### src/rtl/sect_wp_pkg.sv
package sect_wp_pkg;
  localparam int unsigned MAP_W     = 8;
  localparam logic [1:0]  FIELD_ON  = 2'b11;

  typedef struct packed {
    logic go;
    logic rej;
  } verdict_t;
endpackage

### src/rtl/wp_noise_filter.sv
module wp_noise_filter #(
  parameter int unsigned FILT_LEN = 16
) (
  input  logic clk,
  input  logic rst_n,
  input  logic pin_n_raw,
  output logic wp_act
);
  localparam int unsigned CNT_W = (FILT_LEN > 1) ? $clog2(FILT_LEN) : 1;
  localparam logic [CNT_W-1:0] CNT_LAST = CNT_W'(FILT_LEN - 1);

  logic [1:0]       sync_q;
  logic             lvl_q, lvl_d;
  logic [CNT_W-1:0] cnt_q, cnt_d;

  always_ff @(posedge clk or negedge rst_n) begin
    if (!rst_n) sync_q <= 2'b11;
    else        sync_q <= {sync_q[0], pin_n_raw};
  end

  always_comb begin
    lvl_d = lvl_q;
    cnt_d = '0;
    if (sync_q[1] != lvl_q) begin
      if (cnt_q == CNT_LAST) begin
        lvl_d = sync_q[1];
      end else begin
        cnt_d = cnt_q + 1'b1;
      end
    end
  end

  always_ff @(posedge clk or negedge rst_n) begin
    if (!rst_n) begin
      lvl_q <= 1'b1;
      cnt_q <= '0;
    end else begin
      lvl_q <= lvl_d;
      cnt_q <= cnt_d;
    end
  end

  assign wp_act = ~lvl_q;
endmodule

### src/rtl/prot_flag.sv
module prot_flag (
  input  logic clk,
  input  logic rst_n,
  input  logic wp_act,
  input  logic en_cmd,
  input  logic dis_cmd,
  output logic sw_en
);
  logic flag_q, flag_d, flag_ce;

  always_comb begin
    flag_ce = en_cmd | (dis_cmd & ~wp_act);
    flag_d  = en_cmd;
  end

  always_ff @(posedge clk or negedge rst_n) begin
    if (!rst_n)       flag_q <= 1'b0;
    else if (flag_ce) flag_q <= flag_d;
  end

  assign sw_en = flag_q;
endmodule

### src/rtl/map_lookup.sv
module map_lookup
  import sect_wp_pkg::*;
#(
  parameter int unsigned NSECT      = 64,
  parameter int unsigned PAGE_W     = 7,
  parameter int unsigned SUB0_PAGES = 8,
  localparam int unsigned SEC_W     = $clog2(NSECT)
) (
  input  logic [NSECT*MAP_W-1:0] map_bits,
  input  logic [SEC_W-1:0]       sector,
  input  logic [PAGE_W-1:0]      page,
  output logic                   locked
);
  logic [NSECT-1:0] lock_vec;
  logic             low_region;

  assign low_region = (page < PAGE_W'(SUB0_PAGES));

  for (genvar s = 0; s < NSECT; s++) begin : g_sect
    logic [MAP_W-1:0] byte_s;
    assign byte_s = map_bits[s*MAP_W +: MAP_W];
    if (s == 0) begin : g_split
      assign lock_vec[s] = low_region ? (byte_s[7:6] == FIELD_ON)
                                      : (byte_s[5:4] == FIELD_ON);
    end else begin : g_whole
      assign lock_vec[s] = &byte_s;
    end
  end

  assign locked = lock_vec[sector];
endmodule

### src/rtl/req_judge.sv
module req_judge
  import sect_wp_pkg::*;
(
  input  logic clk,
  input  logic rst_n,
  input  logic req_valid,
  input  logic prot_on,
  input  logic locked,
  output logic wr_go,
  output logic wr_reject
);
  verdict_t v_q, v_d;

  always_comb begin
    v_d.rej = req_valid & prot_on & locked;
    v_d.go  = req_valid & ~v_d.rej;
  end

  always_ff @(posedge clk or negedge rst_n) begin
    if (!rst_n) v_q <= '0;
    else        v_q <= v_d;
  end

  assign wr_go     = v_q.go;
  assign wr_reject = v_q.rej;
endmodule

### src/rtl/sect_wp_gate.sv
module sect_wp_gate
  import sect_wp_pkg::*;
#(
  parameter int unsigned NSECT      = 64,
  parameter int unsigned PAGE_W     = 7,
  parameter int unsigned SUB0_PAGES = 8,
  parameter int unsigned FILT_LEN   = 16,
  localparam int unsigned SEC_W     = $clog2(NSECT)
) (
  input  logic                   clk,
  input  logic                   rst_n,
  input  logic                   wp_n_raw,
  input  logic                   en_cmd,
  input  logic                   dis_cmd,
  input  logic                   req_valid,
  input  logic [SEC_W-1:0]       req_sector,
  input  logic [PAGE_W-1:0]      req_page,
  input  logic [NSECT*MAP_W-1:0] map_bits,
  output logic                   wr_go,
  output logic                   wr_reject,
  output logic                   prot_on,
  output logic                   map_wr_en
);
  logic [1:0] rst_sync_q;
  logic       rst_n_s;
  logic       wp_act;
  logic       sw_en_q;
  logic       locked;

  always_ff @(posedge clk or negedge rst_n) begin
    if (!rst_n) rst_sync_q <= 2'b00;
    else        rst_sync_q <= {rst_sync_q[0], 1'b1};
  end
  assign rst_n_s = rst_sync_q[1];

  wp_noise_filter #(.FILT_LEN(FILT_LEN)) u_filt (
    .clk(clk), .rst_n(rst_n_s), .pin_n_raw(wp_n_raw), .wp_act(wp_act)
  );

  prot_flag u_flag (
    .clk(clk), .rst_n(rst_n_s), .wp_act(wp_act),
    .en_cmd(en_cmd), .dis_cmd(dis_cmd), .sw_en(sw_en_q)
  );

  map_lookup #(.NSECT(NSECT), .PAGE_W(PAGE_W), .SUB0_PAGES(SUB0_PAGES)) u_map (
    .map_bits(map_bits), .sector(req_sector), .page(req_page), .locked(locked)
  );

  assign prot_on   = wp_act | sw_en_q;
  assign map_wr_en = ~wp_act;

  req_judge u_judge (
    .clk(clk), .rst_n(rst_n_s), .req_valid(req_valid), .prot_on(prot_on),
    .locked(locked), .wr_go(wr_go), .wr_reject(wr_reject)
  );
endmodule


### config.mk
export PLATFORM = sky130hd
export DESIGN_NAME = sect_wp_gate
export DESIGN_NICKNAME = d
export VERILOG_FILES = /design/src/rtl/sect_wp_pkg.sv /design/src/rtl/wp_noise_filter.sv /design/src/rtl/prot_flag.sv /design/src/rtl/map_lookup.sv /design/src/rtl/req_judge.sv /design/src/rtl/sect_wp_gate.sv
export SDC_FILE = /design/constraint.sdc
export NUM_CORES = 1
export LEC_CHECK = 0
export BUFFER_PORTS_ARGS = -buffer_cell sky130_fd_sc_hd__buf_4
export CORE_AREA = 2 2 206 208
export DETAILED_ROUTE_END_ITERATION = 12
export DIE_AREA = 0 0 208 210
export PLACE_DENSITY_LB_ADDON = 0.2
export SYNTH_ARGS = -nofsm -noshare
export SYNTH_HDL_FRONTEND = slang
export SYNTH_SLANG_ARGS = --single-unit
### constraint.sdc
create_clock -name clk -period 1 [get_ports clk]
set_input_delay 0.25 -clock clk [delete_from_list [all_inputs] [get_ports clk]]
set_output_delay 0.25 -clock clk [all_outputs]
set_load 0.005 [all_outputs]
== Word-level counts from Yosys, hierarchy flattened ==
Cells that the tools add are included.

* Word-level logic and storage cells: 91
* Input bits: 531
* Flip-flop bits (word level): 12
* Output and inout bits: 4

* Magnitude comparators: 2
* Add/sub/neg operators: 1
* Muxes and demuxes: 5
* Bitwise logic cells: 8
* Reduce and logical (&&, ||, !) cells: 64
* Equality and inequality tests: 4

{| class="wikitable"
|+ Operator list
! cell !! count
|-
| AND reduction 8 bit || 63
|-
| 2-to-1 mux 4 bit || 2
|-
| less-than comparator 6 x 7 -> 1 bit, second input constant || 1
|-
| less-than comparator 7 x 4 -> 1 bit, second input constant || 1
|-
| binary-select mux 1 bit (select 6 bit) || 1
|-
| adder 4 x 1 -> 4 bit, second input constant || 1
|-
| AND 1 bit || 4
|-
| equality test 2 bit, second input constant || 2
|-
| equality test 4 bit, second input constant || 1
|-
| 2-to-1 mux 1 bit || 2
|-
| NOT 1 bit || 2
|-
| OR 1 bit || 2
|-
| AND reduction 2 bit || 1
|-
| != test 1 bit || 1
|}

== Logic depth before layout (Yosys ltp) ==
* Word-level depth: 7
* Gate-level depth with buffers: 8

== Hierarchy ==
From an unflattened synthesis, not the netlist that was laid out.

* Cells, all modules: 288
* Area, all modules: 1991.9 um^2

{| class="wikitable"
|+ By module, submodules not included
! module !! cells each !! area an instance (um^2) !! sequential area each (um^2) !! instances
|-
| map_lookup || 255 || 1534.0 || 0.0 || 1
|-
| wp_noise_filter || 21 || 287.8 || 178.9 || 1
|-
| req_judge || 4 || 67.6 || 50.0 || 1
|-
| sect_wp_gate || 5 || 63.8 || 50.0 || 1
|-
| prot_flag || 3 || 38.8 || 25.0 || 1
|}

== Worst setup path before layout ==
Ideal clock, no wire load.

* Path type: in2reg
* From: input req_sector[0]
* To: register u_judge.v_q (netlist bit u_judge.wr_go)
* Setup slack: -0.636 ns
* Library setup time: 0.120 ns
* Stages on the path: 8
* Data arrival time: 1.516 ns
* Path buffers: 1
* Path through: or2_1 > buf_6 > nor4_2 > nor3_1 > o311ai_1 > o311ai_1 > and4_1 > a31o_1

{| class="wikitable"
|+ RTL lines
! what !! line !! RTL
|-
| start, declared || sect_wp_gate.sv:16 || <nowiki>input logic [SEC_W-1:0] req_sector,</nowiki>
|-
| end signal, assigned || req_judge.sv:21 || <nowiki>else v_q <= v_d;</nowiki>
|-
| end, declared || req_judge.sv:12 || <nowiki>verdict_t v_q, v_d;</nowiki>
|}

==> results.sh <==
export IMPL_status="complete, but fails checks"
export IMPL_violations="negative setup slack"
export IMPL_die_area_um2=43700
export IMPL_cts_clk_slew_worst_paths_ps=50
export IMPL_fin_area_um2=7640
export IMPL_cap_violations=0
export IMPL_hold_path_cell_count=1
export IMPL_period_needed_ps=1680
export IMPL_die_h_um=210
export IMPL_syn_inst=283
export IMPL_initial_core_util=0.0474
export IMPL_cts_sinks=12
export IMPL_r2r_cells=8
export IMPL_hpwl_um=23900
export IMPL_p_comb_frac=0.641
export IMPL_yosysTopAreaCell="nand4_1"
export IMPL_switching_share=0.270
export IMPL_wl_per_cell_um=18.3
export IMPL_p_int_w=0.00265
export IMPL_syn2layout_area_growth_pct=289
export IMPL_cp_start_kind="input pin"
export IMPL_grt_usage=0.110
export IMPL_cp_slowest_cell="mux4_2"
export IMPL_min_to="u_filt.sync_q[0]$_DFF_PN1_"
export IMPL_startpoint="map_bits[327]"
export IMPL_ys_flop_type="dfrtp_1"
export IMPL_finClkSkew_ps=4.43
export IMPL_worst_path_largest_cell_delay_ps=530
export IMPL_crit_path_end_kind="register"
export IMPL_layout_drive_gt1_share=0.756
export IMPL_ys_ff_latch=12
export IMPL_p_clk_frac=0.208
export IMPL_seqPwrFrac=0.152
export IMPL_ys_seq_area_frac=0.155
export IMPL_cts_tree="built"
export IMPL_min_path_type="in2reg"
export IMPL_port_buffers=527
export IMPL_hold_viol_final=0
export IMPL_synth_top_cell_area_share=0.391
export IMPL_core_area_um2=41500
export IMPL_ant_nets=0
export IMPL_diodes=0
export IMPL_synth_area_leaders="nand4_1, nor3_1, dfrtp_1"
export IMPL_crit_type="in2reg"
export IMPL_path_max_fanout=2
export IMPL_power_net_switching_w=0.000979
export IMPL_final_setup_tns_ps=-2700
export IMPL_dpl_cell_area_um2=6990
export IMPL_r2r_end="u_judge.wr_go$_DFF_PN0_"
export IMPL_grt_max_degree=11
export IMPL_min_delay_start="wp_n_raw"
export IMPL_fin_util=0.184
export IMPL_antenna_found_initial=1
export IMPL_h_tree_depth=1
export IMPL_power_leakage_nw=3.44
export IMPL_cts_buffers=3
export IMPL_gp_congestion=0.827
export IMPL_dr_first_iter_drc_count=174
export IMPL_syn_nets=815
export IMPL_vdd_drop_max_v=0.000275
export IMPL_synth_cell_types=43
export IMPL_ios=535
export IMPL_r2r_setup_slack_ps=-590
export IMPL_synthArstFlopShare=1.00
export IMPL_wirelength_um=25600
export IMPL_drtPass1Iterations=4
export IMPL_root_buffer="clkbuf_16"
export IMPL_grt_pass1_wl_um=35000
export IMPL_clock_latency_ps=240
export IMPL_cts_buffer_depth=2
export IMPL_drt_vias_per_instance=3.53
export IMPL_pre_cts_slack_ps=-1340
export IMPL_synth_warnings=0
export IMPL_synth_edf_count=0
export IMPL_gr_total_overflow=0
export IMPL_setup_ws_ps=-682
export IMPL_max_freq_ghz=0.595
export IMPL_r2r_start="u_flag.sw_en$_DFFE_PN0P_"
export IMPL_crit_required_ps=1180
export IMPL_die_w_um=208
export IMPL_slew_violations=0
export IMPL_via_count=4939
export IMPL_fp_row_count=75
export IMPL_grt_pass1_vias=5484
export IMPL_drcViolationCount=0
export IMPL_p_per_area_nw_per_um2=475
export IMPL_power_w=0.00363
export IMPL_rsz0062_at_grt="yes"
export IMPL_setup_viol=11
export IMPL_postSynthAreaPerCell_um2=6.95
export IMPL_cp_arrival_ps=1860
export IMPL_fin_crit_sh=1.68
export IMPL_nets=1394
export IMPL_syn_area_um2=1970
export IMPL_crit_chain="buf_6 > nand4_1 > nor2_1 > mux4_2 > o211ai_4 > a2111oi_4 > a311oi_4 > a31o_1"
[flip-flops by register name, summed over array words and instances (netlist names)]
register,cells
rst_sync_q,2
u_filt.cnt_q,4
u_filt.lvl_q,1
u_filt.sync_q,2
u_flag.sw_en,1
u_judge.wr_go,1
u_judge.wr_reject,1
[power by group through the flow]
stage	clock, W	combinational (W)	sequential, W
4_1_cts	0.000775	0.00231	0.000547
3_3_place_gp	0	0.00218	0.000554
5_1_grt	0.000812	0.00250	0.000554
3_5_place_dp	0	0.00219	0.000552
6_report	0.000754	0.00233	0.000550
2_1_floorplan	0	0.000247	0.000542
[cells in the final DEF, fill, tap and decap left out, types with 2 or more instances in the layout]
cell and count:
nor4_4 3, a21oi_1 3, o31ai_4 2, nand2_1 7, dfrtp_1 9, o311ai_1 2, nor3_1 24, inv_1 3
o31ai_1 3, nand3_1 4, o21ai_1 2, buf_4 550, clkbuf_16 3, o21ai_2 3, nor3_2 16, dfstp_2 3
nor3_4 9, buf_12 3, nor4_1 2, nor2_1 12, nand2b_4 3, or3_1 3, nand4_1 123, a21oi_2 3
buf_6 26, nor4_2 7
[worst max path at each step]
stage | endpoint | slack (ps) | depth (start not counted)
final | u_judge.wr_go$_DFF_PN0_ | -680 | 8
after global routing | u_judge.wr_go$_DFF_PN0_ | -770 | 9
after CTS | u_judge.wr_go$_DFF_PN0_ | -730 | 11
after detailed placement | u_judge.wr_go$_DFF_PN0_ | -1340 | 9
after global placement | u_judge.wr_go$_DFF_PN0_ | -1340 | 9
after floorplan | u_judge.wr_go$_DFF_PN0_ | -540 | 7
[area by class of cell]
cell class | count | area [um2]
Fill cell | 4713 | 33800
Tap cell | 539 | 674
Timing Repair Buffer | 581 | 4510
Inverter | 4 | 17.5
Clock buffer | 4 | 78.8
Multi-Input combinational cell | 260 | 2060
Sequential cell | 12 | 304
[metal layers]
layer  vias up  global-route usage  share of wire
met5         -                   0        0.00078
met2       291               0.222           0.56
li1       2393                   -              -
met1      2239               0.124           0.37
met3        14              0.0156          0.060
met4         2              0.0139         0.0084
[worst max-delay path: cells and delay by family]
family                 cells  cell delay (ps)
AOI/OAI and AO/OA          4              820
muxes                      1              530
and+or+nand+nor            2              170
buffers and inverters      1               90
[cell families after synthesis]
kind of cell / synth area share
AO/OA/AOI/OAI: 0.118
XOR/XNOR: 0.00891
adder cells (fa/ha/maj): 0.00636
buffers and inverters: 0.0331
flip-flops: 0.155
multiplexers: 0.0223
other: 0.00191
AND/OR/NAND/NOR: 0.654
[per-stage QoR]
step	std cells	hold slack (ps)
floorplan	283	-45.6
CTS	1398	113
finish	1400	117
global route	1400	112
global placement	1391	34.5
detailed placement	1391	36.9
[cell usage after synthesis, types with 4 or more instances]
master   instances
o21ai_0          6
a21oi_1          6
o31ai_1          5
nor2_1          13
buf_2            4
nand4_1        123
nand3_1          5
nand2_1          8
nor4_1          11
nor3_1          48
dfrtp_1          9
[repair_timing]
item | 4_1_cts | 5_1_grt
gates resized for setup | 65 | 44
pin swaps | 23 | 20
setup buffers | 3 | 4
hold buffers | 1 | 0
gates cloned | 0 | 0
hold endpoints to repair | 2 | 0
setup endpoints to repair | 11 | 12
No activity file was read; power rests on OpenSTA's default activity.
